**config.mk**
```make
export PLATFORM = sky130hd
export DESIGN_NAME = sd_xfer_seq
export DESIGN_NICKNAME = d
export VERILOG_FILES = /design/src/rtl/sdseq_pkg.sv /design/src/rtl/sdseq_regs.sv /design/src/rtl/sdseq_kind.sv /design/src/rtl/sdseq_fsm.sv /design/src/rtl/sd_xfer_seq.sv
export SDC_FILE = /design/constraint.sdc
export NUM_CORES = 1
export LEC_CHECK = 0
export BUFFER_PORTS_ARGS = -buffer_cell sky130_fd_sc_hd__buf_2
export CAP_MARGIN = 20
export CELL_PAD_IN_SITES_DETAIL_PLACEMENT = 0
export CELL_PAD_IN_SITES_GLOBAL_PLACEMENT = 1
export CORE_MARGIN = 5
export CORE_UTILIZATION = 39
export CTS_CLUSTER_SIZE = 30
export DETAILED_ROUTE_END_ITERATION = 10
export PLACE_DENSITY_LB_ADDON = 0.1
export SLEW_MARGIN = 20
export SYNTH_ARGS = -nofsm -noshare
export SYNTH_HDL_FRONTEND = slang
export SYNTH_SLANG_ARGS = --single-unit
```
**constraint.sdc**
```tcl
create_clock -name clk -period 2.6 [get_ports clk]
set_input_delay 0.52 -clock clk [delete_from_list [all_inputs] [get_ports clk]]
set_output_delay 0.52 -clock clk [all_outputs]
set_load 0.02 [all_outputs]
```
**src/rtl/sdseq_pkg.sv**
```systemverilog
package sdseq_pkg;

  typedef enum logic [1:0] {
    KIND_SINGLE  = 2'd0,
    KIND_ENDLESS = 2'd1,
    KIND_COUNTED = 2'd2,
    KIND_EMPTY   = 2'd3
  } xfer_kind_e;

  typedef enum logic [1:0] {
    AUTO_NONE   = 2'd0,
    AUTO_STOP   = 2'd1,
    AUTO_PRESET = 2'd2,
    AUTO_RSVD   = 2'd3
  } auto_cmd_e;

  typedef enum logic [2:0] {
    S_IDLE,
    S_PRE_CMD,
    S_WAIT_PRE_RSP,
    S_MAIN_CMD,
    S_DATA,
    S_POST_CMD,
    S_WAIT_POST_RSP,
    S_DONE
  } seq_state_e;

  typedef struct packed {
    logic       multi;
    logic       dir_rd;
    logic [1:0] auto_cmd;
    logic       cnt_en;
    logic       dma_en;
  } xfer_mode_t;

  localparam int MODE_W = $bits(xfer_mode_t);

  localparam logic [2:0] SEL_MODE    = 3'd0;
  localparam logic [2:0] SEL_CMD     = 3'd1;
  localparam logic [2:0] SEL_ARG     = 3'd2;
  localparam logic [2:0] SEL_BCNT    = 3'd3;
  localparam logic [2:0] SEL_PRE_ARG = 3'd4;

  localparam logic [5:0] IDX_STOP   = 6'd12;
  localparam logic [5:0] IDX_SETCNT = 6'd23;

endpackage

```
**src/rtl/sdseq_regs.sv**
```systemverilog
module sdseq_regs
  import sdseq_pkg::*;
#(
  parameter int ARG_W       = 32,
  parameter int CNT_W       = 16,
  parameter int IDX_W       = 6,
  parameter bit DMA_SUPPORT = 1'b1
) (
  input  logic                   clk,
  input  logic                   rst_n,
  input  logic                   wr_en,
  input  logic [2:0]             wr_sel,
  input  logic [ARG_W-1:0]       wr_data,
  input  logic [ARG_W/8-1:0]     wr_be,
  input  logic                   inhibit,
  input  logic                   cnt_dec,
  output xfer_mode_t             mode,
  output logic [ARG_W-1:0]       main_arg,
  output logic [ARG_W-1:0]       pre_arg,
  output logic [CNT_W-1:0]       bcnt,
  output logic [IDX_W-1:0]       cmd_idx,
  output logic                   start,
  output logic                   illegal
);

  localparam int ARG_BYTES = ARG_W / 8;
  localparam int CNT_BYTES = CNT_W / 8;
  localparam int IDX_LSB   = 8;

  logic       wr_ok;
  logic       mode_wr;
  xfer_mode_t mode_nx;
  logic [CNT_W-1:0] bcnt_merged;

  assign wr_ok   = wr_en && !inhibit;
  assign mode_wr = wr_ok && (wr_sel == SEL_MODE) && wr_be[0];
  assign start   = wr_ok && (wr_sel == SEL_CMD) && wr_be[1];

  always_comb begin
    mode_nx        = xfer_mode_t'(wr_data[MODE_W-1:0]);
    mode_nx.dma_en = mode_nx.dma_en & DMA_SUPPORT;
  end

  always_ff @(posedge clk) begin
    if (!rst_n) begin
      mode    <= '0;
      illegal <= 1'b0;
    end else begin
      illegal <= mode_wr && (wr_data[3:2] == AUTO_RSVD);
      if (mode_wr) mode <= mode_nx;
    end
  end

  always_ff @(posedge clk) begin
    if (!rst_n) cmd_idx <= '0;
    else if (start) cmd_idx <= wr_data[IDX_LSB +: IDX_W];
  end

  for (genvar b = 0; b < ARG_BYTES; b++) begin : g_arg_byte
    always_ff @(posedge clk) begin
      if (!rst_n) begin
        main_arg[b*8 +: 8] <= '0;
        pre_arg[b*8 +: 8]  <= '0;
      end else if (wr_ok && wr_be[b]) begin
        if (wr_sel == SEL_ARG)     main_arg[b*8 +: 8] <= wr_data[b*8 +: 8];
        if (wr_sel == SEL_PRE_ARG) pre_arg[b*8 +: 8]  <= wr_data[b*8 +: 8];
      end
    end
  end

  always_comb begin
    bcnt_merged = bcnt;
    for (int b = 0; b < CNT_BYTES; b++) begin
      if (wr_be[b]) bcnt_merged[b*8 +: 8] = wr_data[b*8 +: 8];
    end
  end

  always_ff @(posedge clk) begin
    if (!rst_n) bcnt <= '0;
    else if (wr_ok && (wr_sel == SEL_BCNT)) bcnt <= bcnt_merged;
    else if (cnt_dec) bcnt <= bcnt - CNT_W'(1);
  end

endmodule

```
**src/rtl/sdseq_kind.sv**
```systemverilog
module sdseq_kind
  import sdseq_pkg::*;
#(
  parameter int CNT_W = 16
) (
  input  xfer_mode_t       mode,
  input  logic [CNT_W-1:0] bcnt,
  output xfer_kind_e       kind
);

  always_comb begin
    if (!mode.multi)       kind = KIND_SINGLE;
    else if (!mode.cnt_en) kind = KIND_ENDLESS;
    else if (bcnt != '0)   kind = KIND_COUNTED;
    else                   kind = KIND_EMPTY;
  end

endmodule

```
**src/rtl/sdseq_fsm.sv**
```systemverilog
module sdseq_fsm
  import sdseq_pkg::*;
(
  input  logic       clk,
  input  logic       rst_n,
  input  logic       start,
  input  xfer_kind_e kind,
  input  auto_cmd_e  auto_sel,
  input  logic       last_blk,
  input  logic       cmd_ready,
  input  logic       rsp_valid,
  input  logic       rsp_err,
  input  logic       blk_done,
  input  logic       stop_req,
  output seq_state_e state,
  output logic       cnt_dec,
  output logic       pre_err_set,
  output logic       post_err_set
);

  seq_state_e state_nx;

  assign cnt_dec      = (state == S_DATA) && (kind == KIND_COUNTED) && blk_done;
  assign pre_err_set  = (state == S_WAIT_PRE_RSP) && rsp_valid && rsp_err;
  assign post_err_set = (state == S_WAIT_POST_RSP) && rsp_valid && rsp_err;

  always_comb begin
    state_nx = state;
    unique case (state)
      S_IDLE:
        if (start) state_nx = (auto_sel == AUTO_PRESET) ? S_PRE_CMD : S_MAIN_CMD;
      S_PRE_CMD:
        if (cmd_ready) state_nx = S_WAIT_PRE_RSP;
      S_WAIT_PRE_RSP:
        if (rsp_valid) state_nx = rsp_err ? S_DONE : S_MAIN_CMD;
      S_MAIN_CMD:
        if (cmd_ready) state_nx = (kind == KIND_EMPTY) ? S_DONE : S_DATA;
      S_DATA:
        unique case (kind)
          KIND_SINGLE:  if (blk_done) state_nx = S_DONE;
          KIND_ENDLESS: if (stop_req) state_nx = S_DONE;
          KIND_COUNTED:
            if (blk_done && last_blk)
              state_nx = (auto_sel == AUTO_STOP) ? S_POST_CMD : S_DONE;
          default:      state_nx = S_DONE;
        endcase
      S_POST_CMD:
        if (cmd_ready) state_nx = S_WAIT_POST_RSP;
      S_WAIT_POST_RSP:
        if (rsp_valid) state_nx = S_DONE;
      default:
        state_nx = S_IDLE;
    endcase
  end

  always_ff @(posedge clk) begin
    if (!rst_n) state <= S_IDLE;
    else        state <= state_nx;
  end

endmodule

```
**src/rtl/sd_xfer_seq.sv**
```systemverilog
module sd_xfer_seq
  import sdseq_pkg::*;
#(
  parameter int ARG_W       = 32,
  parameter int CNT_W       = 16,
  parameter int IDX_W       = 6,
  parameter int RD_W        = 16,
  parameter bit DMA_SUPPORT = 1'b1
) (
  input  logic               clk,
  input  logic               rst_n,
  input  logic               reg_wr_en,
  input  logic [2:0]         reg_wr_sel,
  input  logic [ARG_W-1:0]   reg_wr_data,
  input  logic [ARG_W/8-1:0] reg_wr_be,
  output logic [RD_W-1:0]    mode_q,
  output logic [CNT_W-1:0]   blk_cnt,
  output logic [1:0]         xfer_type,
  output logic               busy,
  output logic               cmd_valid,
  input  logic               cmd_ready,
  output logic [IDX_W-1:0]   cmd_index,
  output logic [ARG_W-1:0]   cmd_arg,
  input  logic               rsp_valid,
  input  logic               rsp_err,
  input  logic               blk_done,
  input  logic               stop_req,
  output logic               dma_start,
  output logic               xfer_done,
  output logic [1:0]         acmd_err,
  output logic               illegal_acmd
);

  xfer_mode_t       mode;
  logic [ARG_W-1:0] main_arg;
  logic [ARG_W-1:0] pre_arg;
  logic [IDX_W-1:0] main_idx;
  logic             start;
  logic             cnt_dec;
  logic             pre_err_set;
  logic             post_err_set;
  xfer_kind_e       kind;
  auto_cmd_e        auto_sel;
  seq_state_e       state;

  sdseq_regs #(
    .ARG_W(ARG_W), .CNT_W(CNT_W), .IDX_W(IDX_W), .DMA_SUPPORT(DMA_SUPPORT)
  ) u_regs (
    .clk(clk), .rst_n(rst_n),
    .wr_en(reg_wr_en), .wr_sel(reg_wr_sel), .wr_data(reg_wr_data), .wr_be(reg_wr_be),
    .inhibit(busy), .cnt_dec(cnt_dec),
    .mode(mode), .main_arg(main_arg), .pre_arg(pre_arg), .bcnt(blk_cnt),
    .cmd_idx(main_idx), .start(start), .illegal(illegal_acmd)
  );

  sdseq_kind #(.CNT_W(CNT_W)) u_kind (
    .mode(mode), .bcnt(blk_cnt), .kind(kind)
  );

  // reserved selection behaves as no automatic command
  assign auto_sel = (auto_cmd_e'(mode.auto_cmd) == AUTO_RSVD) ? AUTO_NONE
                                                              : auto_cmd_e'(mode.auto_cmd);

  sdseq_fsm u_fsm (
    .clk(clk), .rst_n(rst_n), .start(start), .kind(kind), .auto_sel(auto_sel),
    .last_blk(blk_cnt == CNT_W'(1)),
    .cmd_ready(cmd_ready), .rsp_valid(rsp_valid), .rsp_err(rsp_err),
    .blk_done(blk_done), .stop_req(stop_req),
    .state(state), .cnt_dec(cnt_dec),
    .pre_err_set(pre_err_set), .post_err_set(post_err_set)
  );

  assign mode_q    = {{(RD_W-MODE_W){1'b0}}, mode};
  assign xfer_type = kind;
  assign busy      = (state != S_IDLE);
  assign xfer_done = (state == S_DONE);
  assign cmd_valid = (state == S_PRE_CMD) || (state == S_MAIN_CMD) || (state == S_POST_CMD);

  always_comb begin
    unique case (state)
      S_PRE_CMD, S_WAIT_PRE_RSP: begin
        cmd_index = IDX_SETCNT;
        cmd_arg   = pre_arg;
      end
      S_POST_CMD, S_WAIT_POST_RSP: begin
        cmd_index = IDX_STOP;
        cmd_arg   = '0;
      end
      default: begin
        cmd_index = main_idx;
        cmd_arg   = main_arg;
      end
    endcase
  end

  always_ff @(posedge clk) begin
    if (!rst_n) begin
      acmd_err  <= '0;
      dma_start <= 1'b0;
    end else begin
      dma_start <= start && mode.dma_en;
      if (start) acmd_err <= '0;
      else begin
        if (pre_err_set)  acmd_err[0] <= 1'b1;
        if (post_err_set) acmd_err[1] <= 1'b1;
      end
    end
  end

endmodule

```
Yosys cells after proc, flatten, opt, wreduce, memory -nomap -nowiden
Cells that the tools add are included.
{ "word_totals": {"elab_cells": 120, "inputBits": 47, "register_bits": 99, "out_inout_bits": 79} }
{ "classes": {"bitwise": 1, "n_reduce_logical": 42, "n_mux": 25, "n_eq_ne": 30, "add_sub_neg": 1} }
{ "ops": {"columns": ["operator", "count"], "rows": [
  ["$pmux 32 s2", 1],
  ["$mux 16", 2],
  ["$mux 3", 10],
  ["$pmux 3 s7", 1],
  ["$reduce_and 2->1", 10],
  ["$logic_and 1x1->1", 19],
  ["$eq 16x1->1 const B", 1],
  ["$mux 8", 2],
  ["$ne 2x2->1 const B", 8],
  ["$reduce_bool 16->1", 1],
  ["$sub 16x1->16 const B", 1],
  ["$eq 3x3->1 const B", 5],
  ["$eq 3x2->1 const B", 4],
  ["$mux 2", 6],
  ["$pmux 6 s2", 1],
  ["$eq 2x2->1 const B", 5],
  ["$ne 3x3->1 const B", 3],
  ["$pmux 3 s3", 1],
  ["$reduce_and 9->1", 1],
  ["$eq 3x1->1 const B", 2],
  ["$logic_not 3->1", 2],
  ["$reduce_or 2->1", 3],
  ["$eq 2x1->1 const B", 2],
  ["$reduce_bool 3->1", 1],
  ["other kinds (6)", 7]
]} }

Depth between registers and ports, before layout
Gate-level depths: netlist of the first run.
{ "logic_depth": {"ltp_word": 9, "ltp_mapped": 10, "depth_no_buf": 7} }

By module
Synthesis of the first run repeated with hierarchy kept, for this count alone.
{ "hier_totals": {"cells_unflattened": 558, "hier_area_um2": 5226.3} }
{ "modules_own_cells": {"columns": ["mod", "cells_per_inst", "instances", "seq_area_each_um2", "area_each_um2"], "rows": [
  ["sdseq_regs", 399, 1, 1861.8, 3875.0],
  ["sd_xfer_seq", 113, 1, 60.1, 964.7],
  ["sdseq_fsm", 39, 1, 60.1, 335.3],
  ["sdseq_kind", 7, 1, 0.0, 51.3]
]} }

Least setup slack after synthesis of the first run
OpenSTA, ideal clock, no wires.
{ "synth_timing": {"path_kind": "register to output", "start": "register u_regs.bcnt[0]", "end": "output port xfer_type[0]", "arrival_ps": 2077, "slack_ps": 3, "path_stages_with_launch": 8, "required_ps": 2080, "path_buffers": 1, "cell_sequence": "dfxtp_1 inv_1 ha_1 or3b_2 or4_4 buf_6 o21ai_0 and2_1"} }
{ "synth_via": {"elab_chain_len": 4} }
{ "synth_rtl": {"columns": ["item", "line_no", "rtl"], "rows": [
  ["start: declaration", "sdseq_regs.sv:20", "output logic [CNT_W-1:0] bcnt,"],
  ["start signal: assignment", "sdseq_regs.sv:80", "else if (wr_ok && (wr_sel == SEL_BCNT)) bcnt <= bcnt_merged;"],
  ["start signal: assignment", "sdseq_regs.sv:81", "else if (cnt_dec) bcnt <= bcnt - CNT_W'(1);"],
  ["$reduce_bool 16->1", "sdseq_kind.sv:14", "else if (bcnt != '0) kind = KIND_COUNTED;"],
  ["$mux 1", "sdseq_kind.sv:14", null],
  ["$mux 2", "sdseq_kind.sv:13", "else if (!mode.cnt_en) kind = KIND_ENDLESS;"],
  ["$mux 2", "sdseq_kind.sv:12", "if (!mode.multi) kind = KIND_SINGLE;"],
  ["end: declaration", "sd_xfer_seq.sv:18", "output logic [1:0] xfer_type,"]
]} }
Every way passes these cells.

Worst setup path after layout of the first run
{ "layout_timing": {"start": "register u_regs.bcnt[9]", "end": "output port xfer_type[0]"} }
Same word-level chain as after synthesis.

==> results of run 1 <==
how the worst max path moves through the flow:
stage,end,slack (ns),start,depth (start not counted)
floorplan,xfer_type[0],0.003,u_regs.bcnt[0]$_SDFFE_PN0P_,7
global placement,u_fsm.state[1]$_SDFFE_PN0P_,0.14,u_regs.bcnt[13]$_SDFFE_PN0P_,5
detailed placement,u_fsm.state[1]$_SDFFE_PN0P_,0.12,u_regs.bcnt[13]$_SDFFE_PN0P_,5
CTS,xfer_type[0],-0.14,u_regs.bcnt[1]$_SDFFE_PN0P_,7
global route,xfer_type[0],-0.13,u_regs.bcnt[9]$_SDFFE_PN0P_,5
finish,xfer_type[0],-0.09,u_regs.bcnt[9]$_SDFFE_PN0P_,5
registers in the layout, summed over array words and instances (netlist names):
signal / flops
acmd_err: 2
u_regs.cmd_idx: 6
u_regs.mode: 6
u_regs.illegal: 1
u_regs.main_arg: 32
u_regs.bcnt: 16
u_regs.pre_arg: 32
u_fsm.state: 3
dma_start: 1
report_power, final:
| part | leakage, nW | internal (mW) | switching [mW] |
|---|---|---|---|
| Combinational | 1.61 | 0.502 | 0.953 |
| Clock | 0.142 | 0.729 | 0.588 |
| Sequential | 0.800 | 1.57 | 0.0722 |
worst min-delay path: cells and delay by family:
| family | cells | cell delay (ns) |
|---|---|---|
| buffers and inverters | 1 | 0.09 |
| muxes | 1 | 0.06 |
| and+or+nand+nor | 1 | 0.07 |
synth_stat cells, types with 4 or more instances:
cell / n / area (um2)
sky130_fd_sc_hd__nand2_1: 92 / 345
sky130_fd_sc_hd__nor3_1: 7 / 35.0
sky130_fd_sc_hd__clkbuf_1: 40 / 150
sky130_fd_sc_hd__nor4_1: 9 / 56.3
sky130_fd_sc_hd__o21ai_0: 40 / 200
sky130_fd_sc_hd__and3_1: 4 / 25.0
sky130_fd_sc_hd__dfxtp_1: 99 / 1980
sky130_fd_sc_hd__nor2_1: 70 / 263
sky130_fd_sc_hd__inv_1: 6 / 22.5
sky130_fd_sc_hd__nand3_1: 36 / 180
sky130_fd_sc_hd__o32ai_1: 10 / 87.6
sky130_fd_sc_hd__a21oi_1: 54 / 270
sky130_fd_sc_hd__and2_1: 9 / 56.3
sky130_fd_sc_hd__buf_4: 12 / 90.1
sky130_fd_sc_hd__mux2i_1: 47 / 470
sky130_fd_sc_hd__nand2b_1: 35 / 219
sky130_fd_sc_hd__a22oi_1: 4 / 30.0
metal layers:
| metal | GRT usage | vias up |
|---|---|---|
| met4 | 0.0969 | 2 |
| li1 | - | 2420 |
| met1 | 0.259 | 2315 |
| met2 | 0.325 | 146 |
| met5 | 0 | - |
| met3 | 0.0354 | 25 |
layout make-up:
type | instances | area [um2] | area share
clock inverter | 3 | 21.3 | 0.00345
inverter | 7 | 26.3 | 0.00426
clock buffer | 13 | 270 | 0.0439
tap | 172 | 215 | 0.0349
sequential | 99 | 1980 | 0.322
timing repair buffer | 150 | 870 | 0.141
multi-input combinational | 482 | 2770 | 0.450
timing repair:
item                                    4_1_cts  5_1_grt
resized for setup                             8        2
hold buffers                                  0        0
hold endpoints to repair                      0        0
buffers inserted                              3        3
pin swaps                                     3        4
endpoints found under the setup margin        1       13
logic make-up (layout without fill, tap and decap cells):
family / Yosys count / after routing / synth area share
multiplexers: 48 / 48 / 0.0956
XOR/XNOR: 1 / 1 / 0.00174
buffers and inverters: 66 / 173 / 0.0683
flip-flops: 99 / 99 / 0.393
other: 1 / 10 / 0.000744
AO/OA/AOI/OAI: 135 / 135 / 0.163
adder cells (fa/ha/maj): 2 / 2 / 0.00496
AND/OR/NAND/NOR: 286 / 286 / 0.272
==> run summary, run 1 <==
Hold depth: 3
CTS sink cnt: 99
Maximum number of pins on one net before global-route repair: 72
Max-slew headroom: 0.625
Most frequent cells in the layout: sky130_fd_sc_hd__buf_2 (114), sky130_fd_sc_hd__dfxtp_1 (97), sky130_fd_sc_hd__nand2_1 (92)
Setup skew after layout: 0.00321 ns
Detailed-router iteration count before antenna repair: 5
Share of cells above drive strength 1: 0.247
Worst setup slack after placement: 0.117 ns
Leading cell type in the layout, fill and taps excluded: sky130_fd_sc_hd__buf_2
Number of warnings issued by yosys: 0
DRT Wirelength: 15500 um
Total of endpoints with negative setup slack in the final report: 1
Congestion Overflow GR: 0
Placed Cells incl. Taps: 904
Number of antenna cells inserted: 0
Total met2 wirelength after detailed routing: 7270 um
Worst vdd ir: 0.000517 V
Wire length the detailed router placed on met1: 6980 um
Average vias per placed instance: 5.30
Critical path capture point type: primary output
Number of synthesized flops with an enable pin: 0
Synthesized flop and latch total: 99
Highest layer used for signal routing: met5
Area of the mapped netlist: 5040 um2
Final-stage net count: 798
Crit Reg-Reg Endpoint: u_fsm.state[1]$_SDFFE_PN0P_
Critical path buffers and inverters: 1
Average detailed-routed wire length per instance: 16.8 um
Min-delay worst type: primary input to register
Power per standard cell area: 716 nW/um2
Final HPWL DP: 10900 um
Gate family responsible for the most delay along the worst path: simple AND/OR/NAND/NOR gates
Die X-Extent: 124 um
Final hold violations: 0
Die height: 124 um
Total power of the final layout: 4.41 mW
Reg-to-reg setup timing slack: 0.07 ns
Total leakage power: 2.56 nW
Top flip-flop cell by instance count after synthesis: sky130_fd_sc_hd__dfxtp_1
Post-layout instance area: 6160 um2
Worst slack on hold paths: 0.430 ns
Core box area: 12600 um2
Seq/Total Area, Yosys: 0.393
Gr usage total: 0.201
Root Driver: sky130_fd_sc_hd__clkbuf_16
Buffers added on ports: 115
Number of design rule violations left after detail routing: 0
TritonCTS clock tree: built
Critical path class: register to primary output
Number of nets with antenna violations after routing: 0
CTS clock-pin slew for the worst setup and hold paths: 0.07 ns
Worst R2R Start: u_regs.bcnt[13]$_SDFFE_PN0P_
Unrepaired setup endpoints after global routing: true
Worst Hold Path EP: u_regs.main_arg[21]$_SDFFE_PN0P_
Netlist cell types: 59
WP data arrival: 2.17 ns
Initial Util: 0.399
Total die area: 15300 um2
Status: finished with violations
Cell count after synthesis: 638
Sum Neg Setup Slack: -0.0926 ns
Source-to-sink clock delay at the later pin of the worst-skew pair: 0.34 ns
FFs w/ async S/R, synth: 0
Crit path required time: 2.08 ns
RePlAce Congestion: 0.821
Via count of the first global-routing pass: 4661
Final cell utilization of the core: 0.488
Dpl cell area: 5800 um2
Crit Path Max Fanout: 2
Fmax achieved: 371 MHz
Final max-slew violation count: 0
Violated checks: negative setup slack
Share of the clock period used by the worst path after layout: 1.04
Largest stage delay on the critical path: 0.57 ns
Floorplan row count: 41
Worst-path cell chain: or4_4, or4_4, o21ai_1, and2_1, buf_6
First-pass GRT wire length: 24000 um
Launching element type of the critical path: register
Number of filler cells placed in the layout: 1293
Num CTS Buffers: 9
Non-filler cells in the finished layout: 926
PnR worst setup slack: -0.0926 ns
Vias after detailed routing: 4908
Met3 wirelength from detailed routing: 836 um
H-tree levels: 3
Cell occurring most often along the worst timing path: sky130_fd_sc_hd__or4_4
Tmin final: 2.69 ns
Worst Reg2Reg Path Length in Cells: 5
Violation count after the first detailed-routing iteration: 360
Reported max-cap violation count: 0
Least-Margin Pin Slew: 0.557 ns
Slowest cell on crit path: sky130_fd_sc_hd__or4_4
I/O Pins: 126
Number of buffers on the longest clock path: 2
Avg Synthesized Cell Area: 7.90 um2
Initial antenna violation count: 1
Hold path startpoint: reg_wr_data[21]
Area growth from synthesis to final layout: 22.2%
Power figures use the tool's default switching activity.
==> run 2, diff against run 1 <==
--- a/config.mk
+++ b/config.mk
@@ -13,7 +13,7 @@
 export CORE_UTILIZATION = 39
 export CTS_CLUSTER_SIZE = 30
 export DETAILED_ROUTE_END_ITERATION = 10
-export PLACE_DENSITY_LB_ADDON = 0.1
+export PLACE_DENSITY_LB_ADDON = 0.25
 export SLEW_MARGIN = 20
 export SYNTH_ARGS = -nofsm -noshare
 export SYNTH_HDL_FRONTEND = slang
==> constraint.sdc (replaced) <==
create_clock -name clk -period 2.6 [get_ports clk]
set_input_delay 0.13 -clock clk [delete_from_list [all_inputs] [get_ports clk]]
set_output_delay 0.13 -clock clk [all_outputs]
set_load 0.02 [all_outputs]
==> run summary, run 2 (synthesized netlist as in run 1, its figures left out) <==
Source-to-sink clock delay at the later pin of the worst-skew pair: 0.35 ns (about the same)
Total of endpoints with negative setup slack in the final report: 0 (-1)
Hold depth: 3 (unchanged)
Min-delay worst type: primary input to register
Die X-Extent: 124 um (unchanged)
H-tree levels: 3 (unchanged)
Max-slew headroom: 0.627 (+0.00134)
Worst Hold Path EP: u_regs.main_arg[24]$_SDFFE_PN0P_
Reg-to-reg setup timing slack: 0.14 ns (+0.07 ns)
Root Driver: sky130_fd_sc_hd__clkbuf_16
Unrepaired setup endpoints after global routing: false
Floorplan row count: 41 (unchanged)
Final HPWL DP: 11300 um (+3.8%)
Congestion Overflow GR: 0 (unchanged)
Share of cells above drive strength 1: 0.230 (-0.0172)
Slowest cell on crit path: sky130_fd_sc_hd__or3b_2
Number of hold buffers added after cts: 0 (unchanged)
Reported max-cap violation count: 0 (unchanged)
CTS sink cnt: 99 (unchanged)
RePlAce Congestion: 0.876 (+6.8%)
Buffers added on ports: 115 (unchanged)
DRT Wirelength: 15300 um (-1.3%)
WP data arrival: 2.37 ns (+0.20 ns)
Final max-slew violation count: 0 (unchanged)
Final cell utilization of the core: 0.477 (-0.0110)
Maximum number of pins on one net before global-route repair: 43 (-40%)
Initial Util: 0.399 (unchanged)
Average detailed-routed wire length per instance: 16.7 um (-0.33%)
Number of buffers on the longest clock path: 2 (unchanged)
Worst R2R Start: u_regs.bcnt[13]$_SDFFE_PN0P_
Gr usage total: 0.204 (+0.00259)
Final hold violations: 0 (unchanged)
Critical path class: register to primary output
Num CTS Buffers: 9 (unchanged)
Worst vdd ir: 0.000398 V (-23%)
First-pass GRT wire length: 24300 um (+1.4%)
Dpl cell area: 5750 um2 (-0.82%)
Total die area: 15300 um2 (unchanged)
Worst Reg2Reg Path Length in Cells: 5 (unchanged)
Fmax achieved: 399 MHz (+7.5%)
Worst-path cell chain: inv_1, ha_1, or3b_2, or4_4, o21ai_1, and2_1, buf_2
Via count of the first global-routing pass: 4715 (+1.2%)
Die height: 124 um (unchanged)
Tmin final: 2.50 ns (-0.189 ns)
Power per standard cell area: 716 nW/um2 (about the same)
Share of the clock period used by the worst path after layout: 0.963 (-0.0727)
CTS clock-pin slew for the worst setup and hold paths: 0.07 ns (about the same)
Gate family responsible for the most delay along the worst path: simple AND/OR/NAND/NOR gates
Hold path startpoint: reg_wr_data[24]
Average vias per placed instance: 5.29 (-0.17%)
Vias after detailed routing: 4852 (-1.1%)
TritonCTS clock tree: built
Number of nets with antenna violations after routing: 0 (unchanged)
I/O Pins: 126 (unchanged)
Initial antenna violation count: 0 (-1)
Top Registers: u_regs.main_arg (32), u_regs.pre_arg (32), u_regs.bcnt (16)
Area growth from synthesis to final layout: 19.5%
Post-layout instance area: 6020 um2 (-2.3%)
Number of antenna cells inserted: 0 (unchanged)
Critical path capture point type: primary output
Critical path buffers and inverters: 2 (+1)
Crit path required time: 2.47 ns (+0.39 ns)
Largest stage delay on the critical path: 0.50 ns (-0.07 ns)
Most frequent cells in the layout: sky130_fd_sc_hd__buf_2 (115), sky130_fd_sc_hd__dfxtp_1 (99), sky130_fd_sc_hd__nand2_1 (92)
Violation count after the first detailed-routing iteration: 293 (-19%)
Status: finished clean
Least-Margin Pin Slew: 0.557 ns (+0.000386 ns)
Crit Path Max Fanout: 6 (+4)
Core box area: 12600 um2 (unchanged)
Leading cell type in the layout, fill and taps excluded: sky130_fd_sc_hd__buf_2
Sum Neg Setup Slack: 0 ns (+0.0926 ns)
Number of design rule violations left after detail routing: 0 (unchanged)
Setup skew after layout: 0.00883 ns (+0.00562 ns)
Crit Reg-Reg Endpoint: u_fsm.state[1]$_SDFFE_PN0P_
Total leakage power: 2.49 nW (-2.6%)
Final-stage net count: 789 (-1.1%)
Launching element type of the critical path: register
Detailed-router iteration count before antenna repair: 5 (unchanged)
## run 2: worst max-delay path by stage
| stage | start | to | slack, ns | cells after the start |
|---|---|---|---|---|
| 4_1_cts | u_regs.bcnt[1]$_SDFFE_PN0P_ | xfer_type[0] | 0.02 | 7 |
| 2_1_floorplan | u_regs.bcnt[0]$_SDFFE_PN0P_ | u_regs.bcnt[0]$_SDFFE_PN0P_ | 0.16 | 9 |
| 3_3_place_gp | u_regs.bcnt[13]$_SDFFE_PN0P_ | u_fsm.state[1]$_SDFFE_PN0P_ | 0.20 | 5 |
| 3_5_place_dp | u_regs.bcnt[13]$_SDFFE_PN0P_ | u_fsm.state[1]$_SDFFE_PN0P_ | 0.17 | 5 |
| 5_1_grt | u_regs.bcnt[13]$_SDFFE_PN0P_ | u_fsm.state[1]$_SDFFE_PN0P_ | 0.009 | 5 |
| 6_report | u_regs.bcnt[1]$_SDFFE_PN0P_ | xfer_type[0] | 0.1 | 7 |
## run 2: what timing repair did
action                     CTS  global route
resized for setup            0             1
setup endpoints to repair    0             1
setup buffers                0             0
hold endpoints to repair     0             0
## run 2: worst register-to-register path, cell delays in order, from the launching register on
cell and delay (ns):
sky130_fd_sc_hd__dfxtp_1 0.36, sky130_fd_sc_hd__or4_2 0.78, sky130_fd_sc_hd__nor4_1 0.30, sky130_fd_sc_hd__a21boi_0 0.19
sky130_fd_sc_hd__or3_1 0.43, sky130_fd_sc_hd__a221oi_1 0.29
## run 2: layout make-up
class,count,area [um2]
Sequential cell,99,1980
Clock buffer,12,246
Inverter,7,26.3
Clock inverter,4,26.3
Tap cell,172,215
Fill cell,1308,6600
Timing Repair Buffer,141,771
Multi-Input combinational cell,482,2760
## run 2: power breakdown
group	internal (mW)	switching, mW	total, mW	leakage, nW
logic	0.475	0.940	1.41	1.56
registers	1.57	0.0672	1.64	0.799
clock network	0.675	0.585	1.26	0.133
total	2.72	1.59	4.31	2.49
## run 2: metrics by stage
step	worst slack, ns	std cells	power, mW	hold WS, ns
2_1_floorplan	0.164	647	2.64	0.256
3_3_place_gp	0.198	901	3.09	0.386
3_5_place_dp	0.173	901	3.08	0.390
4_1_cts	0.0216	917	4.34	0.0287
5_1_grt	0.00941	917	4.56	0.0401
6_report	0.0965	917	4.31	0.0422
## run 2: layer usage
metal | global-route usage | share of wire
met1 | 0.271 | 0.45
met2 | 0.326 | 0.46
met3 | 0.0422 | 0.075
met4 | 0.0713 | 0.016
met5 | 0 | 0
==> run 3, diff against run 2 <==
--- a/config.mk
+++ b/config.mk
@@ -14,6 +14,7 @@
 export CTS_CLUSTER_SIZE = 30
 export DETAILED_ROUTE_END_ITERATION = 10
 export PLACE_DENSITY_LB_ADDON = 0.25
+export SETUP_SLACK_MARGIN = 0.5
 export SLEW_MARGIN = 20
 export SYNTH_ARGS = -nofsm -noshare
 export SYNTH_HDL_FRONTEND = slang
==> run summary, run 3 (synthesized netlist as in run 1, its figures left out) <==
Crit Reg-Reg Endpoint: u_regs.bcnt[0]$_SDFFE_PN0P_
WP data arrival: 2.23 ns (-0.14 ns)
Footprint of the multi-input gates: 3030 um2 (+10%)
Final HPWL DP: 10700 um (-5.5%)
Number of design rule violations left after detail routing: 0 (unchanged)
Total leakage power: 2.64 nW (+5.9%)
Tmin final: 2.36 ns (-0.147 ns)
Worst Hold Path EP: u_regs.pre_arg[28]$_SDFFE_PN0P_
I/O Pins: 126 (unchanged)
Violation count after the first detailed-routing iteration: 458 (+56%)
Min-delay worst type: primary input to register
Worst vdd ir: 0.000409 V (+2.8%)
RePlAce Congestion: 0.843 (-3.8%)
DRT Wirelength: 15900 um (+3.8%)
Maximum number of pins on one net before global-route repair: 53 (+23%)
Average detailed-routed wire length per instance: 17.1 um (+2.5%)
Detailed-router iteration count before antenna repair: 5 (unchanged)
Via count of the first global-routing pass: 4725 (+0.21%)
Total die area: 15300 um2 (unchanged)
Number of antenna cells inserted: 0 (unchanged)
Num CTS Buffers: 9 (unchanged)
Sum Neg Setup Slack: 0 ns (unchanged)
Number of buffers on the longest clock path: 2 (unchanged)
Final cell utilization of the core: 0.512 (+0.0351)
Die X-Extent: 124 um (unchanged)
Share of cells above drive strength 1: 0.310 (+0.0809)
Number of nets with antenna violations after routing: 0 (unchanged)
Fmax achieved: 424 MHz (+6.2%)
Critical path capture point type: primary output
Buffers added on ports: 115 (unchanged)
Share of the clock period used by the worst path after layout: 0.907 (-0.0564)
Number of hold buffers added after cts: 0 (unchanged)
Final hold violations: 0 (unchanged)
Number of filler cells placed in the layout: 1282 (-2.0%)
Final max-slew violation count: 0 (unchanged)
Area growth from synthesis to final layout: 28.3%
Initial Util: 0.399 (unchanged)
Flip-flop and latch area: 2000 um2 (+1.0%)
Floorplan row count: 41 (unchanged)
TritonCTS clock tree: built
Unrepaired setup endpoints after global routing: true
Final-stage net count: 801 (+1.5%)
Die height: 124 um (unchanged)
Critical path class: register to primary output
CTS sink cnt: 99 (unchanged)
Congestion Overflow GR: 0 (unchanged)
Least-Margin Pin Slew: 0.821 ns (+0.263 ns)
Leading cell type in the layout, fill and taps excluded: sky130_fd_sc_hd__buf_2
Cell occurring most often along the worst timing path: sky130_fd_sc_hd__or4_4
Initial antenna violation count: 0 (unchanged)
Gr usage total: 0.205 (+0.00126)
CTS clock-pin slew for the worst setup and hold paths: 0.07 ns (about the same)
Total of endpoints with negative setup slack in the final report: 0 (unchanged)
Crit path required time: 2.47 ns (about the same)
Source-to-sink clock delay at the later pin of the worst-skew pair: 0.35 ns (about the same)
Launching element type of the critical path: register
Vias after detailed routing: 4935 (+1.7%)
Most frequent cells in the layout: sky130_fd_sc_hd__buf_2 (114), sky130_fd_sc_hd__nand2_1 (92), sky130_fd_sc_hd__dfxtp_1 (91)
Worst R2R Start: u_regs.bcnt[7]$_SDFFE_PN0P_
First-pass GRT wire length: 24600 um (+1.3%)
Reg-to-reg setup timing slack: 0.26 ns (+0.12 ns)
Power per standard cell area: 721 nW/um2 (+0.74%)
Status: finished clean
Average vias per placed instance: 5.31 (+0.40%)
Critical path buffers and inverters: 1 (-1)
Reported max-cap violation count: 0 (unchanged)
Max-slew headroom: 0.452 (-0.175)
Root Driver: sky130_fd_sc_hd__clkbuf_16
Crit Path Max Fanout: 4 (-2)
Critical path depth: 5 (-2)
Slowest cell on crit path: sky130_fd_sc_hd__or4_4
Setup skew after layout: 0.00642 ns (-0.00241 ns)
Hold depth: 3 (unchanged)
Hold path startpoint: reg_wr_data[28]
Top Registers: u_regs.main_arg (32), u_regs.pre_arg (32), u_regs.bcnt (16)
Worst Reg2Reg Path Length in Cells: 6 (+1)
H-tree levels: 3 (unchanged)
Gate family responsible for the most delay along the worst path: simple AND/OR/NAND/NOR gates
Core box area: 12600 um2 (unchanged)
Largest stage delay on the critical path: 0.58 ns (+0.08 ns)
Worst-path cell chain: or4_4, or4_4, o21ai_2, and2_4, buf_6
-- run 3: cell types whose count changed in the layout (fill, tap and decap cells not counted), moves of 3 or more --
| cell | previous run | this run |
|---|---|---|
| sky130_fd_sc_hd__o32ai_2 | 0 | 9 |
| sky130_fd_sc_hd__or4_4 | 1 | 4 |
| sky130_fd_sc_hd__and2_4 | 0 | 3 |
| sky130_fd_sc_hd__buf_4 | 26 | 29 |
| sky130_fd_sc_hd__a21oi_1 | 54 | 45 |
| sky130_fd_sc_hd__o32ai_1 | 10 | 1 |
| sky130_fd_sc_hd__dfxtp_1 | 99 | 91 |
| sky130_fd_sc_hd__dfxtp_4 | 0 | 4 |
| sky130_fd_sc_hd__dfxtp_2 | 0 | 4 |
| sky130_fd_sc_hd__a21oi_2 | 0 | 9 |
| sky130_fd_sc_hd__buf_6 | 0 | 7 |
| sky130_fd_sc_hd__nor4_1 | 9 | 5 |
| sky130_fd_sc_hd__nor4_4 | 0 | 3 |
| sky130_fd_sc_hd__and2_1 | 9 | 4 |
-- run 3: power by group --
| group | switching, mW | total [mW] | internal [mW] |
|---|---|---|---|
| Clock | 0.590 | 1.29 | 0.700 |
| Sequential | 0.114 | 1.68 | 1.57 |
| Combinational | 1.04 | 1.69 | 0.649 |
-- run 3: area by class of cell --
type / count / area share
Sequential cell: 99 / 0.310
Clock inverter: 4 / 0.00368
Multi-Input combinational cell: 483 / 0.469
Inverter: 7 / 0.00445
Clock buffer: 12 / 0.0397
Timing Repair Buffer: 152 / 0.140
Tap cell: 172 / 0.0333
-- run 3: worst max path at each step --
stage / startpoint / endpoint / slack [ns]
final: u_regs.bcnt[7]$_SDFFE_PN0P_ / xfer_type[0] / 0.24
after global routing: u_regs.bcnt[9]$_SDFFE_PN0P_ / u_regs.bcnt[0]$_SDFFE_PN0P_ / 0.20
after CTS: u_regs.bcnt[7]$_SDFFE_PN0P_ / xfer_type[0] / 0.23
after floorplan: u_regs.bcnt[1]$_SDFFE_PN0P_ / u_regs.bcnt[0]$_SDFFE_PN0P_ / 0.28
after global placement: u_regs.bcnt[0]$_SDFFE_PN0P_ / u_regs.bcnt[15]$_SDFFE_PN0P_ / 0.14
after detailed placement: u_regs.bcnt[0]$_SDFFE_PN0P_ / u_regs.bcnt[15]$_SDFFE_PN0P_ / 0.08
-- run 3: per-stage QoR --
stage / area [um2] / instances / power (mW) / worst slack [ns] / hold slack (ns)
final: 6460 / 929 / 4.66 / 0.243 / 0.0387
after global routing: 6460 / 929 / 4.91 / 0.197 / 0.0365
after CTS: 6310 / 920 / 4.55 / 0.231 / 0.0290
after detailed placement: 5790 / 894 / 3.13 / 0.0846 / 0.393
after global placement: 5790 / 894 / 3.11 / 0.144 / 0.387
after floorplan: 5140 / 647 / 2.67 / 0.276 / 0.256
-- run 3: worst min-delay path, cell delays in order --
cell and delay [ns]:
sky130_fd_sc_hd__buf_2 0.10, sky130_fd_sc_hd__nand3_1 0.06, sky130_fd_sc_hd__a21oi_1 0.05
-- run 3: what timing repair did --
| item | 4_1_cts | 5_1_grt |
|---|---|---|
| endpoints found under the hold margin | 0 | 0 |
| setup endpoints to repair | 89 | 59 |
| setup buffers | 9 | 9 |
| gates cloned | 1 | 0 |
| resized for setup | 38 | 17 |
| pin swaps | 22 | 6 |
-- run 3: layer usage --
metal / vias up / GRT usage / share of wire
li1: 2428 / - / -
met1: 2359 / 0.270 / 0.45
met2: 131 / 0.335 / 0.48
met3: 17 / 0.0391 / 0.056
met4: 0 / 0.0734 / 0.015
met5: - / 0 / 0
